===== src/rtl/jc_pkg.sv =====
package jc_pkg;

    // Counter action chosen each cycle, in priority order of evaluation
    typedef enum logic [1:0] {
        OP_HOLD  = 2'd0,
        OP_COUNT = 2'd1,
        OP_LOAD  = 2'd2,
        OP_CLEAR = 2'd3
    } jc_op_e;

    // Example machine state names (4-bit counter)
    typedef enum logic [3:0] {
        ST_IDLE   = 4'd0,
        ST_ARM    = 4'd1,
        ST_PROBE  = 4'd2,
        ST_WAIT   = 4'd3,
        ST_VERIFY = 4'd4,
        ST_ADV5   = 4'd5,
        ST_FLUSH  = 4'd6,
        ST_ADV7   = 4'd7,
        ST_FORK   = 4'd8,
        ST_PARK   = 4'd9,
        ST_RUN10  = 4'd10,
        ST_RUN11  = 4'd11,
        ST_SPLIT  = 4'd12,
        ST_RUN13  = 4'd13,
        ST_RUN14  = 4'd14,
        ST_LAST   = 4'd15
    } jc_state_e;

    localparam int EX_NS     = 16;
    localparam int EX_CODE_W = 3;

    // Selector codes for three conditions: {invert, source}
    localparam logic [2:0] K_OFF   = 3'b000;
    localparam logic [2:0] K_ON    = 3'b100;
    localparam logic [2:0] K_GO    = 3'b001;
    localparam logic [2:0] K_DONE  = 3'b010;
    localparam logic [2:0] K_ERR   = 3'b011;
    localparam logic [2:0] K_NGO   = 3'b101;
    localparam logic [2:0] K_NDONE = 3'b110;
    localparam logic [2:0] K_NERR  = 3'b111;

    function automatic logic [EX_NS-1:0][EX_CODE_W-1:0] ex_clr_tbl();
        logic [EX_NS-1:0][EX_CODE_W-1:0] t;
        for (int i = 0; i < EX_NS; i++) t[i] = K_OFF;
        t[ST_VERIFY] = K_ERR;
        t[ST_FLUSH]  = K_NGO;
        t[ST_PARK]   = K_ERR;
        return t;
    endfunction

    function automatic logic [EX_NS-1:0][EX_CODE_W-1:0] ex_ld_tbl();
        logic [EX_NS-1:0][EX_CODE_W-1:0] t;
        for (int i = 0; i < EX_NS; i++) t[i] = K_OFF;
        t[ST_PROBE]  = K_ERR;
        t[ST_VERIFY] = K_NDONE;
        t[ST_FORK]   = K_GO;
        t[ST_SPLIT]  = K_DONE;
        return t;
    endfunction

    // Stored in inverted sense: a 0 at the selector data means count
    function automatic logic [EX_NS-1:0][EX_CODE_W-1:0] ex_cnt_tbl();
        logic [EX_NS-1:0][EX_CODE_W-1:0] t;
        for (int i = 0; i < EX_NS; i++) t[i] = K_OFF;
        t[ST_IDLE] = K_NGO;
        t[ST_WAIT] = K_NDONE;
        t[ST_PARK] = K_NGO;
        return t;
    endfunction

    function automatic logic [EX_NS-1:0][EX_CODE_W-1:0] ex_br_tbl();
        logic [EX_NS-1:0][EX_CODE_W-1:0] t;
        for (int i = 0; i < EX_NS; i++) t[i] = K_OFF;
        t[ST_PROBE] = K_DONE;
        t[ST_FORK]  = K_NERR;
        t[ST_SPLIT] = K_GO;
        return t;
    endfunction

    function automatic logic [EX_NS-1:0][3:0] ex_tgt0_tbl();
        logic [EX_NS-1:0][3:0] t;
        for (int i = 0; i < EX_NS; i++) t[i] = ST_IDLE;
        t[ST_PROBE]  = ST_FLUSH;
        t[ST_VERIFY] = ST_PROBE;
        t[ST_FORK]   = ST_SPLIT;
        t[ST_SPLIT]  = ST_RUN14;
        return t;
    endfunction

    function automatic logic [EX_NS-1:0][3:0] ex_tgt1_tbl();
        logic [EX_NS-1:0][3:0] t;
        for (int i = 0; i < EX_NS; i++) t[i] = ST_IDLE;
        t[ST_PROBE] = ST_PARK;
        t[ST_FORK]  = ST_RUN10;
        t[ST_SPLIT] = ST_WAIT;
        return t;
    endfunction

endpackage


===== src/rtl/jc_ctl_mux.sv =====
module jc_ctl_mux #(
    parameter int STATE_W  = 4,
    parameter int NUM_COND = 3,
    parameter int CODE_W   = 3
) (
    input  logic [(1<<STATE_W)-1:0][CODE_W-1:0] tbl,
    input  logic [STATE_W-1:0]                  state,
    input  logic [NUM_COND-1:0]                 cond,
    output logic                                ctl_n
);
    localparam int SEL_W = CODE_W - 1;

    logic [CODE_W-1:0] code;
    logic              src_bit;
    logic              data;

    always_comb begin
        code    = tbl[state];
        src_bit = 1'b0;
        for (int k = 0; k < NUM_COND; k++) begin
            if (code[SEL_W-1:0] == SEL_W'(k + 1)) src_bit = cond[k];
        end
        data  = src_bit ^ code[CODE_W-1];
        ctl_n = ~data;
    end
endmodule


===== src/rtl/jc_jump_sel.sv =====
module jc_jump_sel #(
    parameter int STATE_W = 4
) (
    input  logic [(1<<STATE_W)-1:0][STATE_W-1:0] tgt0_tbl,
    input  logic [(1<<STATE_W)-1:0][STATE_W-1:0] tgt1_tbl,
    input  logic [STATE_W-1:0]                   state,
    input  logic                                 take_alt_n,
    output logic [STATE_W-1:0]                   target
);
    always_comb begin
        if (!take_alt_n) target = tgt1_tbl[state];
        else             target = tgt0_tbl[state];
    end
endmodule


===== src/rtl/jc_counter.sv =====
module jc_counter #(
    parameter int W = 4
) (
    input  logic         clk,
    input  logic         rst,
    input  logic         clr_n,
    input  logic         ld_n,
    input  logic         cnt,
    input  logic [W-1:0] d,
    output logic [W-1:0] q
);
    import jc_pkg::*;

    jc_op_e op;

    always_comb begin
        if (rst || !clr_n) op = OP_CLEAR;
        else if (!ld_n)    op = OP_LOAD;
        else if (cnt)      op = OP_COUNT;
        else               op = OP_HOLD;
    end

    always_ff @(posedge clk) begin
        unique case (op)
            OP_CLEAR: q <= '0;
            OP_LOAD:  q <= d;
            OP_COUNT: q <= q + 1'b1;
            OP_HOLD:  q <= q;
            default:  q <= '0;
        endcase
    end
endmodule


===== src/rtl/jc_sequencer.sv =====
module jc_sequencer #(
    parameter int STATE_W  = 4,
    parameter int NUM_COND = 3,
    parameter bit HYBRID   = 1'b1,
    parameter logic [(1<<STATE_W)-1:0][$clog2(NUM_COND+1):0] CLR_TBL  = jc_pkg::ex_clr_tbl(),
    parameter logic [(1<<STATE_W)-1:0][$clog2(NUM_COND+1):0] LD_TBL   = jc_pkg::ex_ld_tbl(),
    parameter logic [(1<<STATE_W)-1:0][$clog2(NUM_COND+1):0] CNT_TBL  = jc_pkg::ex_cnt_tbl(),
    parameter logic [(1<<STATE_W)-1:0][$clog2(NUM_COND+1):0] BR_TBL   = jc_pkg::ex_br_tbl(),
    parameter logic [(1<<STATE_W)-1:0][STATE_W-1:0]          TGT0_TBL = jc_pkg::ex_tgt0_tbl(),
    parameter logic [(1<<STATE_W)-1:0][STATE_W-1:0]          TGT1_TBL = jc_pkg::ex_tgt1_tbl()
) (
    input  logic                clk,
    input  logic                rst,
    input  logic [NUM_COND-1:0] cond,
    output logic [STATE_W-1:0]  state
);
    localparam int NS     = 1 << STATE_W;
    localparam int CODE_W = $clog2(NUM_COND + 1) + 1;
    localparam int N_CTL  = 3;  // 0 clear, 1 load, 2 count

    localparam logic [N_CTL-1:0][NS-1:0][CODE_W-1:0] CTL_TBL = {CNT_TBL, LD_TBL, CLR_TBL};

    logic [N_CTL-1:0]   ctl_n;
    logic               clr_n;
    logic               ld_n;
    logic               cnt_en;
    logic               br_n;
    logic [STATE_W-1:0] jmp_tgt;
    logic [STATE_W-1:0] cur;

    for (genvar g = 0; g < N_CTL; g++) begin : g_ctl
        jc_ctl_mux #(
            .STATE_W (STATE_W),
            .NUM_COND(NUM_COND),
            .CODE_W  (CODE_W)
        ) u_mux (
            .tbl  (CTL_TBL[g]),
            .state(cur),
            .cond (cond),
            .ctl_n(ctl_n[g])
        );
    end

    // Clear and load pins are low-true; the count pin is high-true, which
    // the inverted count table compensates for.
    assign clr_n  = ctl_n[0];
    assign ld_n   = ctl_n[1];
    assign cnt_en = ctl_n[2];

    if (HYBRID) begin : g_hybrid
        jc_ctl_mux #(
            .STATE_W (STATE_W),
            .NUM_COND(NUM_COND),
            .CODE_W  (CODE_W)
        ) u_br (
            .tbl  (BR_TBL),
            .state(cur),
            .cond (cond),
            .ctl_n(br_n)
        );
    end else begin : g_pure
        assign br_n = 1'b1;
    end

    jc_jump_sel #(.STATE_W(STATE_W)) u_jump (
        .tgt0_tbl  (TGT0_TBL),
        .tgt1_tbl  (TGT1_TBL),
        .state     (cur),
        .take_alt_n(br_n),
        .target    (jmp_tgt)
    );

    jc_counter #(.W(STATE_W)) u_cnt (
        .clk  (clk),
        .rst  (rst),
        .clr_n(clr_n),
        .ld_n (ld_n),
        .cnt  (cnt_en),
        .d    (jmp_tgt),
        .q    (cur)
    );

    always_comb state = cur;
endmodule


===== config.mk =====
export PLATFORM = sky130hd
export DESIGN_NAME = jc_sequencer
export DESIGN_NICKNAME = d
export VERILOG_FILES = /design/src/rtl/jc_pkg.sv /design/src/rtl/jc_ctl_mux.sv /design/src/rtl/jc_jump_sel.sv /design/src/rtl/jc_counter.sv /design/src/rtl/jc_sequencer.sv
export SDC_FILE = /design/constraint.sdc
export NUM_CORES = 1
export LEC_CHECK = 0
export BUFFER_PORTS_ARGS = -buffer_cell sky130_fd_sc_hd__buf_2
export CAP_MARGIN = 5
export CORE_ASPECT_RATIO = 1.75
export CORE_MARGIN = 3
export CORE_UTILIZATION = 50
export CTS_CLUSTER_SIZE = 40
export DETAILED_ROUTE_END_ITERATION = 16
export GPL_ROUTABILITY_DRIVEN = 0
export PLACE_DENSITY = 0.68
export SLEW_MARGIN = 20
export SYNTH_ARGS = -nofsm -noshare
export SYNTH_HDL_FRONTEND = slang
export SYNTH_SLANG_ARGS = --single-unit

===== constraint.sdc =====
create_clock -name clk -period 3.9 [get_ports clk]
set_input_delay 0.78 -clock clk [delete_from_list [all_inputs] [get_ports clk]]
set_output_delay 0.78 -clock clk [all_outputs]
set_load 0.005 [all_outputs]

==> impl_metrics.tcl, run 1 <==
set metrics [dict create \
    drtIter0Drc 28 \
    cp_data_arrival_time_ps 3680 \
    timing.critical_path.cells "buf_2 -> mux2_2 -> nand2_1 -> o21ai_0 -> xnor2_1 -> nor2b_1 -> ha_1 -> or4b_1 -> o21ai_0 -> inv_1 -> o31ai_4 -> inv_2 -> ha_1 -> o21ai_0 -> mux2i_1" \
    fraction_of_power_consumed_by_sequential_logic_pct 33.6 \
    ios 9 \
    wire_per_inst_um 15.21 \
    multi_input_comb_area_um2 706.9 \
    drt-vias-per-instance 5.933 \
    post-route-drc-count 0 \
    detailroute.via_count 973 \
    type_of_the_setup_path_with_the_least_slack "in -> reg" \
    postSynthNetCount 143 \
    setup_repair_after_global_routing_missed_its_margin "no" \
    diodes 0 \
    syn2layout_area_growth_pct 6.997 \
    seqCellArea_um2 380.4 \
    layout_commonest_cell "sky130_fd_sc_hd__dfxtp_1" \
    number_of_failing_setup_endpoints_in_the_final_timing_report 0 \
    startpoint_type "input pin" \
    postRouteAntennaNets 0 \
    final_max_slew_viol_count 0 \
    clkSinkCount 17 \
    synthesis.instances 131 \
    pin_count_of_the_biggest_net_entering_global_routing 13 \
    layout.cells.most_common_list "sky130_fd_sc_hd__dfxtp_1 (13), sky130_fd_sc_hd__a21oi_1 (12), sky130_fd_sc_hd__mux2i_1 (9), sky130_fd_sc_hd__inv_1 (9), sky130_fd_sc_hd__nor2_1 (9)" \
    cts_root_buf "sky130_fd_sc_hd__clkbuf_4" \
    first_pass_grt_wire_length_um 4319 \
    yosys_register_bits 17 \
    clkSlewWorstSetupHoldPaths_ps 100 \
    tritoncts_clock_tree "yes" \
    design.core.area_mm2 0.002147 \
    kind_of_capture_point_of_the_worst_setup_path "register" \
    clk-insertion-delay-late_ps 290 \
    die_w_um 42.45 \
    yosysWarnings 0 \
    port_buffers 8 \
    ctsHoldBuffers 0 \
    postSynth.topFlopCell "sky130_fd_sc_hd__dfxtp_1" \
    combPwrFrac_pct 55.7 \
    effective_utilization_at_floorplan_pct 54.14 \
    power_frac_clock_pct 10.8 \
    power_per_cell_area_mw_per_mm2 712.2 \
    timing.critical_path.mode_cell "sky130_fd_sc_hd__o21ai_0" \
    die_y_um 69.78 \
    grt_util_all_layers_pct 18.67 \
    ir_worst_vdd_uv 383.9 \
    synthesis.area_per_instance_um2 8.873 \
    achievable-frequency_ghz 0.2842 \
    final_setup_margin_ps 381.3 \
    wirelength_um 2494 \
    final_layout_size_suffix_gt1_share_pct 15.71 \
    synth_seq_area_share_pct 32.72 \
    cts_h_tree_lvls 1 \
    cellInternalPower_uw 489.2 \
    critPathRequiredTime_ps 4060 \
    num_rows 22 \
    clk_path_buf_depth 2 \
    first_global_vias 960 \
    worst-path-max-fanout 7 \
    cts_post_setup_buffers_inserted 0 \
    critical-path-slowest-cell "sky130_fd_sc_hd__or4b_1" \
    grt_antenna_before_repair 0 \
    tritoncts.num_buffers 3 \
    fill_cells 207 \
    synth_enable_flop_cells 4 \
    swShare_pct 44.77 \
    dr_pass1_iterations 4 \
    period_utilization_pct 90.22 \
    die-area_mm2 0.002962 \
    grt_overflow_total 0 \
    synth.cell_area_mm2 0.001162 \
    final_hold_viol_count 0 \
    holdCritPathClass "reg -> reg" \
    tns_ps 0 \
    cellLeakagePower_nw 0.5143 \
    worstMarginPinSlew_ps 602.4 \
    post-route-min-period_ps 3519 \
    outcome "finished, final reports clean" \
    maxCapViolations 0 \
    cts_resized 0 \
    slew-limit-headroom_pct 59.33 \
    async_reset_ff_share_pct 0 \
    slowest_delay_ps 550 \
    pre_cts_ws_ps 61.11 \
    p_total_uw 885.8 \
    hpwlAfterDp_um 2038 \
    fin_worst_skew_ps 6.674 \
    nets 153 \
    ys_types 42 \
    power.net_switching_uw 396.5 \
]
## worst max-delay path, delay by kind of cell
family	cells	cell delay [ps]
and+or+nand+nor	3	830
AOI/OAI and AO/OA	4	550
adders and majority gates	2	490
muxes	2	400
buffers and inverters	3	330
xor gates and xnor gates	1	300
## area by class of cell
cell class	count	area share, %
inverter	10	3.018
multi-input combinational	98	56.84
timing repair buffer	11	5.030
clock buffer	4	2.113
sequential	17	30.58
tap	24	2.414
## kinds of logic (layout without fill, tap and decap cells)
family / Yosys count / after routing / synth area share (%)
flip-flops: 17 / 17 / 32.72
XOR/XNOR: 6 / 6 / 5.167
AO/OA/AOI/OAI: 33 / 33 / 18.94
multiplexers: 12 / 12 / 10.87
buffers and inverters: 16 / 25 / 6.458
AND/OR/NAND/NOR: 40 / 40 / 18.30
adder cells (fa/ha/maj): 7 / 7 / 7.535
## cell usage after synthesis, types with 2 or more instances
cell	instances	area, µm²
sky130_fd_sc_hd__nor4_1	3	18.77
sky130_fd_sc_hd__mux2_2	2	22.52
sky130_fd_sc_hd__dfxtp_1	13	260.3
sky130_fd_sc_hd__o21ai_0	7	35.03
sky130_fd_sc_hd__nor3b_1	2	15.01
sky130_fd_sc_hd__ha_1	7	87.58
sky130_fd_sc_hd__nand2_1	8	30.03
sky130_fd_sc_hd__a21o_1	2	15.01
sky130_fd_sc_hd__nor2b_1	3	18.77
sky130_fd_sc_hd__edfxtp_1	4	120.1
sky130_fd_sc_hd__nand3_1	4	20.02
sky130_fd_sc_hd__a211oi_1	2	15.01
sky130_fd_sc_hd__inv_1	9	33.78
sky130_fd_sc_hd__nor3_1	2	10.01
sky130_fd_sc_hd__a21oi_1	12	60.06
sky130_fd_sc_hd__nor2_1	9	33.78
sky130_fd_sc_hd__clkbuf_2	2	10.01
sky130_fd_sc_hd__xnor2_1	4	35.03
sky130_fd_sc_hd__mux2i_1	9	90.09
sky130_fd_sc_hd__nand2b_1	5	31.28
## per-stage QoR
stage	util, %	instance area [µm²]	hold slack, ps	cells
after floorplan	-	1162	570.6	131
after global placement	56.70	1217	623.8	160
after detailed placement	56.70	1217	614.8	160
after CTS	57.93	1244	643.8	164
after global routing	57.93	1244	697.3	164
final	57.93	1244	637.6	164
## power by group through the flow
| stage | Sequential [mW] | Clock [mW] | Combinational (mW) |
|---|---|---|---|
| finish | 0.297 | 0.0955 | 0.493 |
| global placement | 0.299 | 0 | 0.484 |
| CTS | 0.297 | 0.100 | 0.498 |
| floorplan | 0.278 | 0 | 0.381 |
| detailed placement | 0.302 | 0 | 0.496 |
| global route | 0.306 | 0.106 | 0.552 |
## layer usage
metal | global-route usage, % | part of all wire [%] | routed length (µm)
met3 | 2.338 | 1.2 | 30
met5 | 0 | 0 | 0
met4 | 5.190 | 0.76 | 19
met1 | 21.25 | 40 | 1008
met2 | 34.80 | 58 | 1435
## final timing paths
path                                from    endpoint  slack [ps]  cells after the start
setup reg to reg  g_ctl[1].u_mux.code[1]    register         540                     14
hold / removal                  register  u_cnt.q[2]         640                      2
setup / recovery                 cond[0]    register         380                     15
hold reg to reg                 register  u_cnt.q[2]         640                      2
(Power assumes the default switching activity.)
==> inputs of run 2 (changes only) <==
--- a/config.mk
+++ b/config.mk
@@ -13,6 +13,7 @@
 export CTS_CLUSTER_SIZE = 40
 export DETAILED_ROUTE_END_ITERATION = 16
 export GPL_ROUTABILITY_DRIVEN = 0
+export MAX_ROUTING_LAYER = met4
 export PLACE_DENSITY = 0.68
 export SLEW_MARGIN = 20
 export SYNTH_ARGS = -nofsm -noshare
==> run 2 against run 1 <==
  * Final cell count unchanged
  * Non-clock buffer count stayed put
  * Largest cell class unchanged
  * Sequential power about the same
  * Global-route usage increased by 0.49 points
  * Power stayed put
==> impl_metrics.tcl, run 2 (same netlist as run 1, synthesis figures left out) <==
set metrics [dict create \
    outcome "finished, final reports clean" \
    highest-signal-layer "met4" \
    die-area_mm2 0.002962 \
    final_setup_margin_ps 381.3 \
    design.core.area_mm2 0.002147 \
    fin_worst_skew_ps 6.620 \
    critical-path-slowest-cell "sky130_fd_sc_hd__or4b_1" \
    number_of_failing_setup_endpoints_in_the_final_timing_report 0 \
    wirelength_um 2494 \
    layout.cells.most_common_list "sky130_fd_sc_hd__dfxtp_1 (13), sky130_fd_sc_hd__a21oi_1 (12), sky130_fd_sc_hd__mux2i_1 (9), sky130_fd_sc_hd__inv_1 (9), sky130_fd_sc_hd__nor2_1 (9)" \
    hpwlAfterDp_um 2038 \
    power_per_cell_area_mw_per_mm2 712.2 \
    critPathRequiredTime_ps 4060 \
    nets 153 \
    clk_path_buf_depth 2 \
    tns_ps 0 \
    grt_util_all_layers_pct 19.16 \
    cp_buf_inv_count 3 \
    final_layout_size_suffix_gt1_share_pct 15.71 \
    combPwrFrac_pct 55.7 \
    cts_h_tree_lvls 1 \
    timing.critical_path.cells "buf_2 -> mux2_2 -> nand2_1 -> o21ai_0 -> xnor2_1 -> nor2b_1 -> ha_1 -> or4b_1 -> o21ai_0 -> inv_1 -> o31ai_4 -> inv_2 -> ha_1 -> o21ai_0 -> mux2i_1" \
    layout_commonest_cell "sky130_fd_sc_hd__dfxtp_1" \
    drtIter0Drc 25 \
    diodes 0 \
    first_pass_grt_wire_length_um 4326 \
    worst-path-max-fanout 7 \
    tritoncts_clock_tree "yes" \
    syn2layout_area_growth_pct 6.997 \
    clkSinkCount 17 \
    route.met2.wl_um 1435 \
    fraction_of_power_consumed_by_sequential_logic_pct 33.6 \
    clkSlewWorstSetupHoldPaths_ps 100 \
    inst_count_dp 160 \
    wl_met1_um 1008 \
    effective_utilization_at_floorplan_pct 54.14 \
    achievable-frequency_ghz 0.2842 \
    setup_repair_after_global_routing_missed_its_margin "no" \
    maxCapViolations 0 \
    num_rows 22 \
    grt_antenna_before_repair 0 \
    drt-vias-per-instance 5.933 \
    die_w_um 42.45 \
    kind_of_capture_point_of_the_worst_setup_path "register" \
    cellLeakagePower_nw 0.5143 \
    die_y_um 69.78 \
    dr_pass1_iterations 4 \
    cts_post_setup_buffers_inserted 0 \
    startpoint_type "input pin" \
    first_global_vias 960 \
    cellInternalPower_uw 489.2 \
    post-route-drc-count 0 \
    cell_area_after_placement_mm2 0.001217 \
    tritoncts.num_buffers 3 \
    ir_worst_vdd_uv 383.8 \
    wire_per_inst_um 15.21 \
    swShare_pct 44.77 \
    fill_cells 207 \
    worstMarginPinSlew_ps 602.4 \
    period_utilization_pct 90.22 \
    port_buffers 8 \
    post-route-min-period_ps 3519 \
    cpLargestDelayFamily "simple AND/OR/NAND/NOR gates" \
    cts_resized 0 \
    type_of_the_setup_path_with_the_least_slack "in -> reg" \
    power.net_switching_uw 396.5 \
    ios 9 \
    whs_ps 637.6 \
    stdcell_area_mm2 0.001244 \
    postRouteAntennaNets 0 \
    grt_overflow_total 0 \
    slew-limit-headroom_pct 59.33 \
    non_filler_cells_in_the_finished_layout 164 \
    pre_cts_ws_ps 61.11 \
    final_max_slew_viol_count 0 \
    routed_wl_met3_um 30 \
    ctsHoldBuffers 0 \
    clk-insertion-delay-late_ps 290 \
    timing.critical_path.mode_cell "sky130_fd_sc_hd__o21ai_0" \
    holdCritPathClass "reg -> reg" \
    cts_root_buf "sky130_fd_sc_hd__clkbuf_4" \
    final_hold_viol_count 0 \
    slowest_delay_ps 550 \
    power_frac_clock_pct 10.8 \
    detailroute.via_count 973 \
    pin_count_of_the_biggest_net_entering_global_routing 13 \
    cp_data_arrival_time_ps 3680 \
]
==> run 2: cell counts in the layout (fill, tap and decap cells not counted) <==
Identical to the previous run, type by type.
==> run 2: path summary, 6_finish.rpt <==
path / start / to / slack, ps / depth (start not counted)
worst max-delay path: cond[0] / register / 380 / 15
worst min-delay path: register / u_cnt.q[2] / 640 / 2
worst min register to register: register / u_cnt.q[2] / 640 / 2
worst max register to register: g_ctl[1].u_mux.code[1] / register / 540 / 14
==> run 2: per-stage QoR <==
step                      util, %  total power [mW]
after floorplan                 -            0.6583
after global placement      56.70            0.7825
after detailed placement    56.70            0.7978
after CTS                   57.93            0.8954
after global routing        57.93            0.9644
final                       57.93            0.8858
==> run 2: power by group through the flow <==
stage                     combinational [mW]  clock, mW  sequential (mW)
after detailed placement               0.496          0            0.302
final                                  0.493     0.0955            0.297
after CTS                              0.498      0.100            0.297
after global placement                 0.484          0            0.299
after floorplan                        0.381          0            0.278
after global routing                   0.552      0.106            0.306
==> run 2: final cells by class <==
type	count	area [µm²]	share of cell area [%]
Multi-Input combinational cell	98	706.9	56.84
Sequential cell	17	380.4	30.58
Inverter	10	37.54	3.018
Timing Repair Buffer	11	62.56	5.030
Clock buffer	4	26.28	2.113
Tap cell	24	30.03	2.414
==> run 2: routing by layer <==
layer / vias up / GRT usage, %
met4: 0 / 5.190
met1: 478 / 21.25
met3: 2 / 2.338
li1: 484 / -
met2: 9 / 34.80
met5: - / -
==> run 2: worst register-to-register path, stage by stage (launching register included) <==
cell and delay, ps:
sky130_fd_sc_hd__dfxtp_1 390, sky130_fd_sc_hd__mux2_2 340, sky130_fd_sc_hd__nand2_1 60, sky130_fd_sc_hd__o21ai_0 100
sky130_fd_sc_hd__xnor2_1 300, sky130_fd_sc_hd__nor2b_1 220, sky130_fd_sc_hd__ha_1 260, sky130_fd_sc_hd__or4b_1 550
sky130_fd_sc_hd__o21ai_0 140, sky130_fd_sc_hd__inv_1 110, sky130_fd_sc_hd__o31ai_4 80, sky130_fd_sc_hd__inv_2 80
sky130_fd_sc_hd__ha_1 230, sky130_fd_sc_hd__o21ai_0 230, sky130_fd_sc_hd__mux2i_1 140
